**config.mk**
```make
export PLATFORM = sky130hd
export DESIGN_NAME = ivu_ack_tracker
export DESIGN_NICKNAME = d
export VERILOG_FILES = /design/src/rtl/ivu_pkg.sv /design/src/rtl/ivu_resolve_arb.sv /design/src/rtl/ivu_slot.sv /design/src/rtl/ivu_report.sv /design/src/rtl/ivu_ack_tracker.sv
export SDC_FILE = /design/constraint.sdc
export NUM_CORES = 1
export LEC_CHECK = 0
export ABC_AREA = 1
export BUFFER_PORTS_ARGS = -buffer_cell sky130_fd_sc_hd__clkbuf_2
export CORE_MARGIN = 2
export CORE_UTILIZATION = 45
export DETAILED_ROUTE_END_ITERATION = 12
export GPL_TIMING_DRIVEN = 0
export PLACE_DENSITY = 0.78
export SYNTH_ARGS = -nofsm -noshare
export SYNTH_HDL_FRONTEND = slang
export SYNTH_SLANG_ARGS = --single-unit
```
**constraint.sdc**
```tcl
create_clock -name clk -period 1.4 [get_ports clk]
set_input_delay 0.28 -clock clk [delete_from_list [all_inputs] [get_ports clk]]
set_output_delay 0.28 -clock clk [all_outputs]
set_load 0.01 [all_outputs]
```
**src/rtl/ivu_pkg.sv**
```systemverilog
package ivu_pkg;
  typedef enum logic {
    KIND_INV = 1'b0,
    KIND_UPD = 1'b1
  } kind_e;

  typedef enum logic [1:0] {
    RES_NONE  = 2'd0,
    RES_DONE  = 2'd1,
    RES_BERR  = 2'd2,
    RES_RETRY = 2'd3
  } res_e;
endpackage

```
**src/rtl/ivu_resolve_arb.sv**
```systemverilog
module ivu_resolve_arb
  import ivu_pkg::*;
(
  input  logic busy,
  input  logic ack_n,
  input  logic err_n,
  input  logic cancel,
  output res_e res,
  output logic stray
);
  logic ack, err;
  assign ack = ~ack_n;
  assign err = ~err_n;

  always_comb begin
    res = RES_NONE;
    if (busy) begin
      if (err)         res = RES_BERR;
      else if (ack)    res = RES_DONE;
      else if (cancel) res = RES_RETRY;
    end
  end

  assign stray = ~busy & (ack | err);
endmodule

```
**src/rtl/ivu_slot.sv**
```systemverilog
module ivu_slot
  import ivu_pkg::*;
#(
  parameter int ADDR_W = 8,
  parameter int TAG_W  = 4
) (
  input  logic              clk,
  input  logic              rst_n,
  input  logic              load,
  input  logic              clear,
  input  logic [ADDR_W-1:0] in_addr,
  input  kind_e             in_kind,
  input  logic [TAG_W-1:0]  in_tag,
  output logic              busy,
  output logic [ADDR_W-1:0] hold_addr,
  output kind_e             hold_kind,
  output logic [TAG_W-1:0]  hold_tag
);
  always_ff @(posedge clk) begin
    if (!rst_n) begin
      busy      <= 1'b0;
      hold_addr <= '0;
      hold_kind <= KIND_INV;
      hold_tag  <= '0;
    end else if (load) begin
      busy      <= 1'b1;
      hold_addr <= in_addr;
      hold_kind <= in_kind;
      hold_tag  <= in_tag;
    end else if (clear) begin
      busy <= 1'b0;
    end
  end
endmodule

```
**src/rtl/ivu_report.sv**
```systemverilog
module ivu_report
  import ivu_pkg::*;
#(
  parameter int ADDR_W = 8,
  parameter int TAG_W  = 4
) (
  input  logic              clk,
  input  logic              rst_n,
  input  res_e              res,
  input  logic              stray,
  input  logic [ADDR_W-1:0] src_addr,
  input  kind_e             src_kind,
  input  logic [TAG_W-1:0]  src_tag,
  output logic              done_pulse,
  output logic              berr_pulse,
  output logic              retry_pulse,
  output logic [ADDR_W-1:0] out_addr,
  output kind_e             out_kind,
  output logic [TAG_W-1:0]  out_tag,
  output logic              viol
);
  always_ff @(posedge clk) begin
    if (!rst_n) begin
      done_pulse  <= 1'b0;
      berr_pulse  <= 1'b0;
      retry_pulse <= 1'b0;
      out_addr    <= '0;
      out_kind    <= KIND_INV;
      out_tag     <= '0;
      viol        <= 1'b0;
    end else begin
      done_pulse  <= (res == RES_DONE);
      berr_pulse  <= (res == RES_BERR);
      retry_pulse <= (res == RES_RETRY);
      if (res != RES_NONE) begin
        out_addr <= src_addr;
        out_kind <= src_kind;
        out_tag  <= src_tag;
      end
      if (stray) viol <= 1'b1;
    end
  end
endmodule

```
**src/rtl/ivu_ack_tracker.sv**
```systemverilog
module ivu_ack_tracker
  import ivu_pkg::*;
#(
  parameter int ADDR_W = 8,
  parameter int TAG_W  = 4
) (
  input  logic              clk,
  input  logic              rst_n,
  input  logic              req_valid,
  output logic              req_ready,
  input  logic [ADDR_W-1:0] req_addr,
  input  logic              req_kind,
  input  logic [TAG_W-1:0]  req_tag,
  input  logic              ack_n,
  input  logic              err_n,
  input  logic              xreq_cancel,
  output logic              pending,
  output logic              done_pulse,
  output logic              berr_pulse,
  output logic              retry_pulse,
  output logic [ADDR_W-1:0] out_addr,
  output logic              out_kind,
  output logic [TAG_W-1:0]  out_tag,
  output logic              proto_viol
);
  logic              busy, stray, load;
  res_e              res;
  logic [ADDR_W-1:0] h_addr;
  kind_e             h_kind, o_kind;
  logic [TAG_W-1:0]  h_tag;

  assign req_ready = ~busy;
  assign load      = req_valid & ~busy;
  assign pending   = busy;
  assign out_kind  = o_kind;

  ivu_resolve_arb u_arb (
    .busy(busy), .ack_n(ack_n), .err_n(err_n), .cancel(xreq_cancel),
    .res(res), .stray(stray)
  );

  ivu_slot #(.ADDR_W(ADDR_W), .TAG_W(TAG_W)) u_slot (
    .clk(clk), .rst_n(rst_n), .load(load), .clear(res != RES_NONE),
    .in_addr(req_addr), .in_kind(kind_e'(req_kind)), .in_tag(req_tag),
    .busy(busy), .hold_addr(h_addr), .hold_kind(h_kind), .hold_tag(h_tag)
  );

  ivu_report #(.ADDR_W(ADDR_W), .TAG_W(TAG_W)) u_rep (
    .clk(clk), .rst_n(rst_n), .res(res), .stray(stray),
    .src_addr(h_addr), .src_kind(h_kind), .src_tag(h_tag),
    .done_pulse(done_pulse), .berr_pulse(berr_pulse), .retry_pulse(retry_pulse),
    .out_addr(out_addr), .out_kind(o_kind), .out_tag(out_tag), .viol(proto_viol)
  );
endmodule

```
==> results by group, run 1 <==
Drt
  • Initial DRC Count: 20
  • DRC: 0
  • Vias after detailed routing: 1096
  • DRT antenna net count: 0
  • Vias per cell: 4.55
  • Drt total wl: 2.45 mm
  • First-pass DRT Iterations: 4
  • Routed wire per std cell: 10.2 um

Power
  • Leak: 0.787 nW
  • Pwr Density: 1160 nW/um2
  • VDD IR max: 0.000922 V

Timing
  • Fin crit period: 1.21 ns
  • RSZ-0062 raised after global routing: false
  • Fin. max-slew vios: 0
  • Setup TNS: 0 ns
  • Skew final: 0.00797 ns
  • Slew @ Worst Pin: 0.438 ns
  • Hold Vio Cnt, Final: 0
  • Slew margin rel.: 0.708
  • Period utilization: 0.862
  • Fmax: 828 MHz
  • Fin worst setup slack: 0.193 ns
  • Final setup viols: 0

Clocking
  • Worst-Skew Late Latency: 0.33 ns
  • CTS Hold Bufs: 0
  • Number of setup buffers added after CTS: 0
  • Number of gates resized after cts: 0
  • TritonCTS Sinks: 31
  • Clock Pin Slew Worst Setup and Hold Paths: 0.09 ns
  • H-tree depth: 2
  • Max clock buf depth: 2
  • TritonCTS Buffers: 5
  • CTS root buf: clkbuf_4
  • CTS tree: built

Logic synthesis
  • Warnings, synthesis: 0
  • Syn nets: 186
  • FF+latch count, synth: 31
  • Synth Cell Area: 1270 um2
  • Post-synthesis instance total: 167
  • Dominant cells by area after synthesis: dfxtp_1 49%, nor2_1 12%, nand2_1 5.9%, nand3_1 5.5%, o21ai_0 5.1%
  • Distinct cells, synth: 16
  • Largest area contributor in the netlist: dfxtp_1
  • Yosys top cell area share: 0.490
  • Syn Area/Cell: 7.58 um2
  • Share of the yosys chip area belonging to registers: 0.490

Global routing
  • GRT Total Usage: 0.165
  • Congestion Overflow GR: 0
  • Vias in the first global route: 957
  • Largest net degree at the start of global routing: 11
  • First-pass GRT wire length: 4.05 mm
  • Antenna violations before repair: 0

Final layout
  • Inserted Diodes: 0
  • Post-route cell area: 1540 um2
  • Commonest cells after routing, fill and taps aside: 41 x nor2_1, 37 x clkbuf_2, 31 x dfxtp_1
  • P&R area growth vs syn: 21.7%
  • NumNets Final: 229
  • Fillers: 284
  • Most common cell after layout, fill and taps aside: nor2_1
  • Layout cell share with drive strength beyond 1: 0.310

Critical path
  • Worst setup EP type: flop
  • Crit Path Max Fanout: 10
  • Worst Path Required: 1.62 ns
  • Critical Path Source: u_slot.busy
  • FF-to-FF Start: u_slot.busy
  • R2r worst-path depth: 7
  • CP Class: reg2reg
  • Worst setup SP type: flop
  • Worst path arrival time: 1.43 ns

Die
  • Die span in x: 57.0 um
  • Initial core utilization: 0.467
  • Die area: 3250 um2
  • Die height: 57.0 um
  • FP Rows: 19
  • Top-Level Pins: 38
  • Placeable Area: 2710 um2

Place
  • HPWL after detailed placement: 1.82 mm
  • GPL Wtd Cong: 0.799
  • Pre-CTS setup slack: 0.205 ns
  • Placed cell areas: 1490 um2
  • Port Buf Inserts: 36

Worst hold path
  • Hold depth: 3
  • Hold crit path type: in2reg
  • Hold path startpoint: req_tag[3]

Outcome
  • Status: finished clean

Run
  • Max Cap Violations: 0
## stage by stage
| step | power, W | hold slack (ns) | std cells | util |
|---|---|---|---|---|
| finish | 0.00179 | 0.192 | 241 | 0.569 |
| global route | 0.00189 | 0.181 | 241 | 0.569 |
| CTS | 0.00180 | 0.199 | 241 | 0.569 |
| detailed placement | 0.00130 | 0.463 | 234 | 0.548 |
| global placement | 0.00129 | 0.451 | 234 | 0.548 |
| floorplan | 0.00120 | 0.440 | 167 | - |
## routing by layer
layer	share of wire	global-route usage	vias to the layer above	routed length (um)
met1	0.49	0.199	463	1190
met5	0	0	-	0
met4	0.024	0.0897	0	60
met2	0.44	0.255	23	1070
li1	-	-	604	-
met3	0.051	0.0635	6	126
## worst paths after layout
kind / to / slack, ns
setup / recovery: u_rep.out_tag[0] / 0.19
setup reg to reg: u_rep.out_tag[0] / 0.19
hold reg to reg: u_rep.viol / 0.48
hold / removal: u_slot.hold_tag[3] / 0.19
## cell usage after synthesis, drive strengths merged
cell type	instances
nor2	41
dfxtp	31
nand2	22
inv	19
a21oi	15
nand3	14
o21ai	13
buf	7
clkbuf	3
nor3	2
## final cells by class
class,count,area [um2],area share
Sequential cell,31,621,0.403
Multi-Input combinational cell,107,498,0.323
Timing Repair Buffer,36,180,0.117
Buffer,10,76.3,0.0495
Inverter,19,71.3,0.0463
Clock buffer,6,51.3,0.0333
Tap cell,31,38.8,0.0252
Clock inverter,1,5.00,0.00325
## worst max-delay path, cell delays in order, from the launching register on
cell,delay (ns)
dfxtp_1,0.41
nand2_1,0.08
inv_2,0.07
nand2_2,0.05
buf_6,0.14
buf_8,0.15
a21oi_2,0.15
nor2_1,0.06
## power breakdown
group | switching (W) | total (W) | internal, W
logic | 0.000162 | 0.000286 | 0.000124
clock network | 0.000288 | 0.000520 | 0.000232
registers | 0.0000383 | 0.000987 | 0.000949
## flip-flops by register name, summed over array words and instances (netlist names)
name	flops
u_rep.berr_pulse	1
u_rep.done_pulse	1
u_rep.out_addr	8
u_rep.out_kind	1
u_rep.out_tag	4
u_rep.retry_pulse	1
u_rep.viol	1
u_slot.busy	1
u_slot.hold_addr	8
u_slot.hold_kind	1
u_slot.hold_tag	4
## cell families after synthesis
kind of cell,after synthesis,share of synthesized area
simple gates,79,0.262
flops,31,0.490
buf+inv,29,0.117
compound gates,28,0.131
(Power assumes the default switching activity.)
==> inputs of run 2 (changes only) <==
ABC_AREA = 0   (was 1)
PLACE_DENSITY = 0.79   (was 0.78)
SYNTH_HIERARCHICAL = 1   (was default)
==> results by group, run 2 <==
Die
  • FP Rows: 18
  • Die area: 3180 um2
  • Die span in x: 56.4 um
  • Initial core utilization: 0.485
  • Placeable Area: 2540 um2
  • Die height: 56.4 um
  • Top-Level Pins: 38

Final layout
  • Regs by FF count: u_rep/out_addr: 8 flops, u_slot/hold_addr: 8 flops
  • Layout cell share with drive strength beyond 1: 0.335
  • Commonest cells after routing, fill and taps aside: 37 x clkbuf_2, 30 x dfxtp_1, 17 x nand2_1
  • Most common cell after layout, fill and taps aside: clkbuf_2
  • Inserted Diodes: 0
  • Post-route cell area: 1540 um2
  • P&R area growth vs syn: 24.6%
  • NumNets Final: 188

Timing
  • Slew margin rel.: 0.668
  • Setup TNS: 0 ns
  • Hold Vio Cnt, Final: 0
  • Fin crit period: 1.31 ns
  • RSZ-0062 raised after global routing: false
  • Slew @ Worst Pin: 0.498 ns
  • Skew final: 0.00711 ns
  • Period utilization: 0.934
  • Final setup viols: 0
  • Fin. max-slew vios: 0
  • Fin worst setup slack: 0.0926 ns
  • Fmax: 765 MHz

Logic synthesis
  • Post-synthesis instance total: 125
  • Yosys top cell area share: 0.503
  • Synth top cells by count: 31 x dfxtp_1, 17 x nand2_1, 15 x nor2b_1
  • Most frequent cell after synthesis: dfxtp_1
  • EDFF count, synth: 0
  • Syn nets: 144
  • Largest area contributor in the netlist: dfxtp_1
  • Synth async-reset ratio: 0
  • Syn Area/Cell: 9.88 um2
  • Distinct cells, synth: 19
  • Synth Flop Type: dfxtp_1
  • Dominant cells by area after synthesis: dfxtp_1 50%, mux2i_1 11%, o211ai_1 7.9%, nor2b_1 7.6%, nand2_1 5.2%
  • Warnings, synthesis: 6
  • Synth Cell Area: 1230 um2
  • Share of the yosys chip area belonging to registers: 0.503
  • FF+latch count, synth: 31

Clocking
  • H-tree depth: 2
  • CTS root buf: clkbuf_4
  • Clock Pin Slew Worst Setup and Hold Paths: 0.09 ns
  • Number of setup buffers added after CTS: 0
  • Worst-Skew Late Latency: 0.33 ns
  • Max clock buf depth: 2
  • TritonCTS Buffers: 5
  • TritonCTS Sinks: 31
  • CTS tree: built
  • CTS Hold Bufs: 0

Drt
  • Vias after detailed routing: 1017
  • DRC: 0
  • Initial DRC Count: 21
  • Routed wire per std cell: 12.7 um
  • First-pass DRT Iterations: 4
  • Drt total wl: 2.54 mm
  • DRT antenna net count: 0
  • Vias per cell: 5.09

Critical path
  • Worst setup SP type: flop
  • Worst Path Required: 1.66 ns
  • Worst path arrival time: 1.57 ns
  • Worst setup EP type: flop
  • Crit Path Max Fanout: 10
  • CP Class: reg2reg

Place
  • Port Buf Inserts: 37
  • Placed cell areas: 1460 um2
  • HPWL after detailed placement: 1.89 mm
  • Pre-CTS setup slack: 0.00791 ns
  • GPL Wtd Cong: 0.725

Worst hold path
  • Hold crit path type: in2reg

Global routing
  • Vias in the first global route: 965
  • First-pass GRT wire length: 4.25 mm
  • GRT Total Usage: 0.176
  • Congestion Overflow GR: 0
  • Antenna violations before repair: 0
  • Largest net degree at the start of global routing: 11

Power
  • Leak: 0.676 nW
  • Pwr Density: 1160 nW/um2
  • Total power: 0.00178 W
  • VDD IR max: 0.000835 V

Outcome
  • Status: finished clean

Run
  • Max Cap Violations: 0
==> run 2: kinds of logic after synthesis <==
| logic type | after synthesis | synth area share |
|---|---|---|
| muxes | 13 | 0.105 |
| and+or+nand+nor | 37 | 0.151 |
| AOI/OAI and AO/OA | 31 | 0.167 |
| DFF | 31 | 0.503 |
| buffers and inverters | 13 | 0.0740 |
==> run 2: worst paths after layout <==
path	start	to	slack, ns	depth (start not counted)
setup / recovery	u_slot/busy	u_rep/out_addr[6]	0.09	5
hold reg to reg	u_rep/out_tag[0]	u_rep/out_tag[0]	0.45	2
setup reg to reg	u_slot/busy	u_rep/out_addr[6]	0.09	5
hold / removal	req_addr[2]	u_slot/hold_addr[2]	0.20	3
==> run 2: timing repair <==
item,in CTS,in global routing
gates resized for setup,2,3
endpoints found under the setup margin,3,10
cloned,0,0
==> run 2: metrics by stage <==
stage	hold slack [ns]	util	cells
finish	0.202	0.605	200
global route	0.203	0.605	200
CTS	0.204	0.601	200
detailed placement	0.442	0.573	192
global placement	0.441	0.573	192
floorplan	0.408	-	125
==> run 2: area by class of cell <==
type | instances | area, um2
plain buffers | 11 | 91.3
clock buffers | 8 | 68.8
fillers | 226 | 1010
inverters | 2 | 7.51
multi-input cells | 81 | 527
flip-flops and latches | 31 | 622
well taps | 30 | 37.5
repair buffers | 37 | 185
==> run 2: power breakdown <==
group | internal (W) | total (W) | switching, W
logic | 0.000118 | 0.000242 | 0.000124
registers | 0.000926 | 0.000951 | 0.0000254
clock network | 0.000295 | 0.000589 | 0.000294
total | 0.00134 | 0.00178 | 0.000443
==> run 2: metal layers <==
metal	vias up	wire length [um]	share of wire	track usage
met4	0	48	0.019	0.102
met5	-	0	0	0
met1	474	1080	0.43	0.203
li1	513	-	-	-
met2	23	1280	0.51	0.287
met3	7	125	0.049	0.0530
==> run 2: worst max-delay path, stage by stage (launching register included) <==
cell      delay, ns
dfxtp_2        0.35
a21boi_2       0.17
clkbuf_4       0.17
or2_4          0.26
buf_6          0.15
o21ai_1        0.14
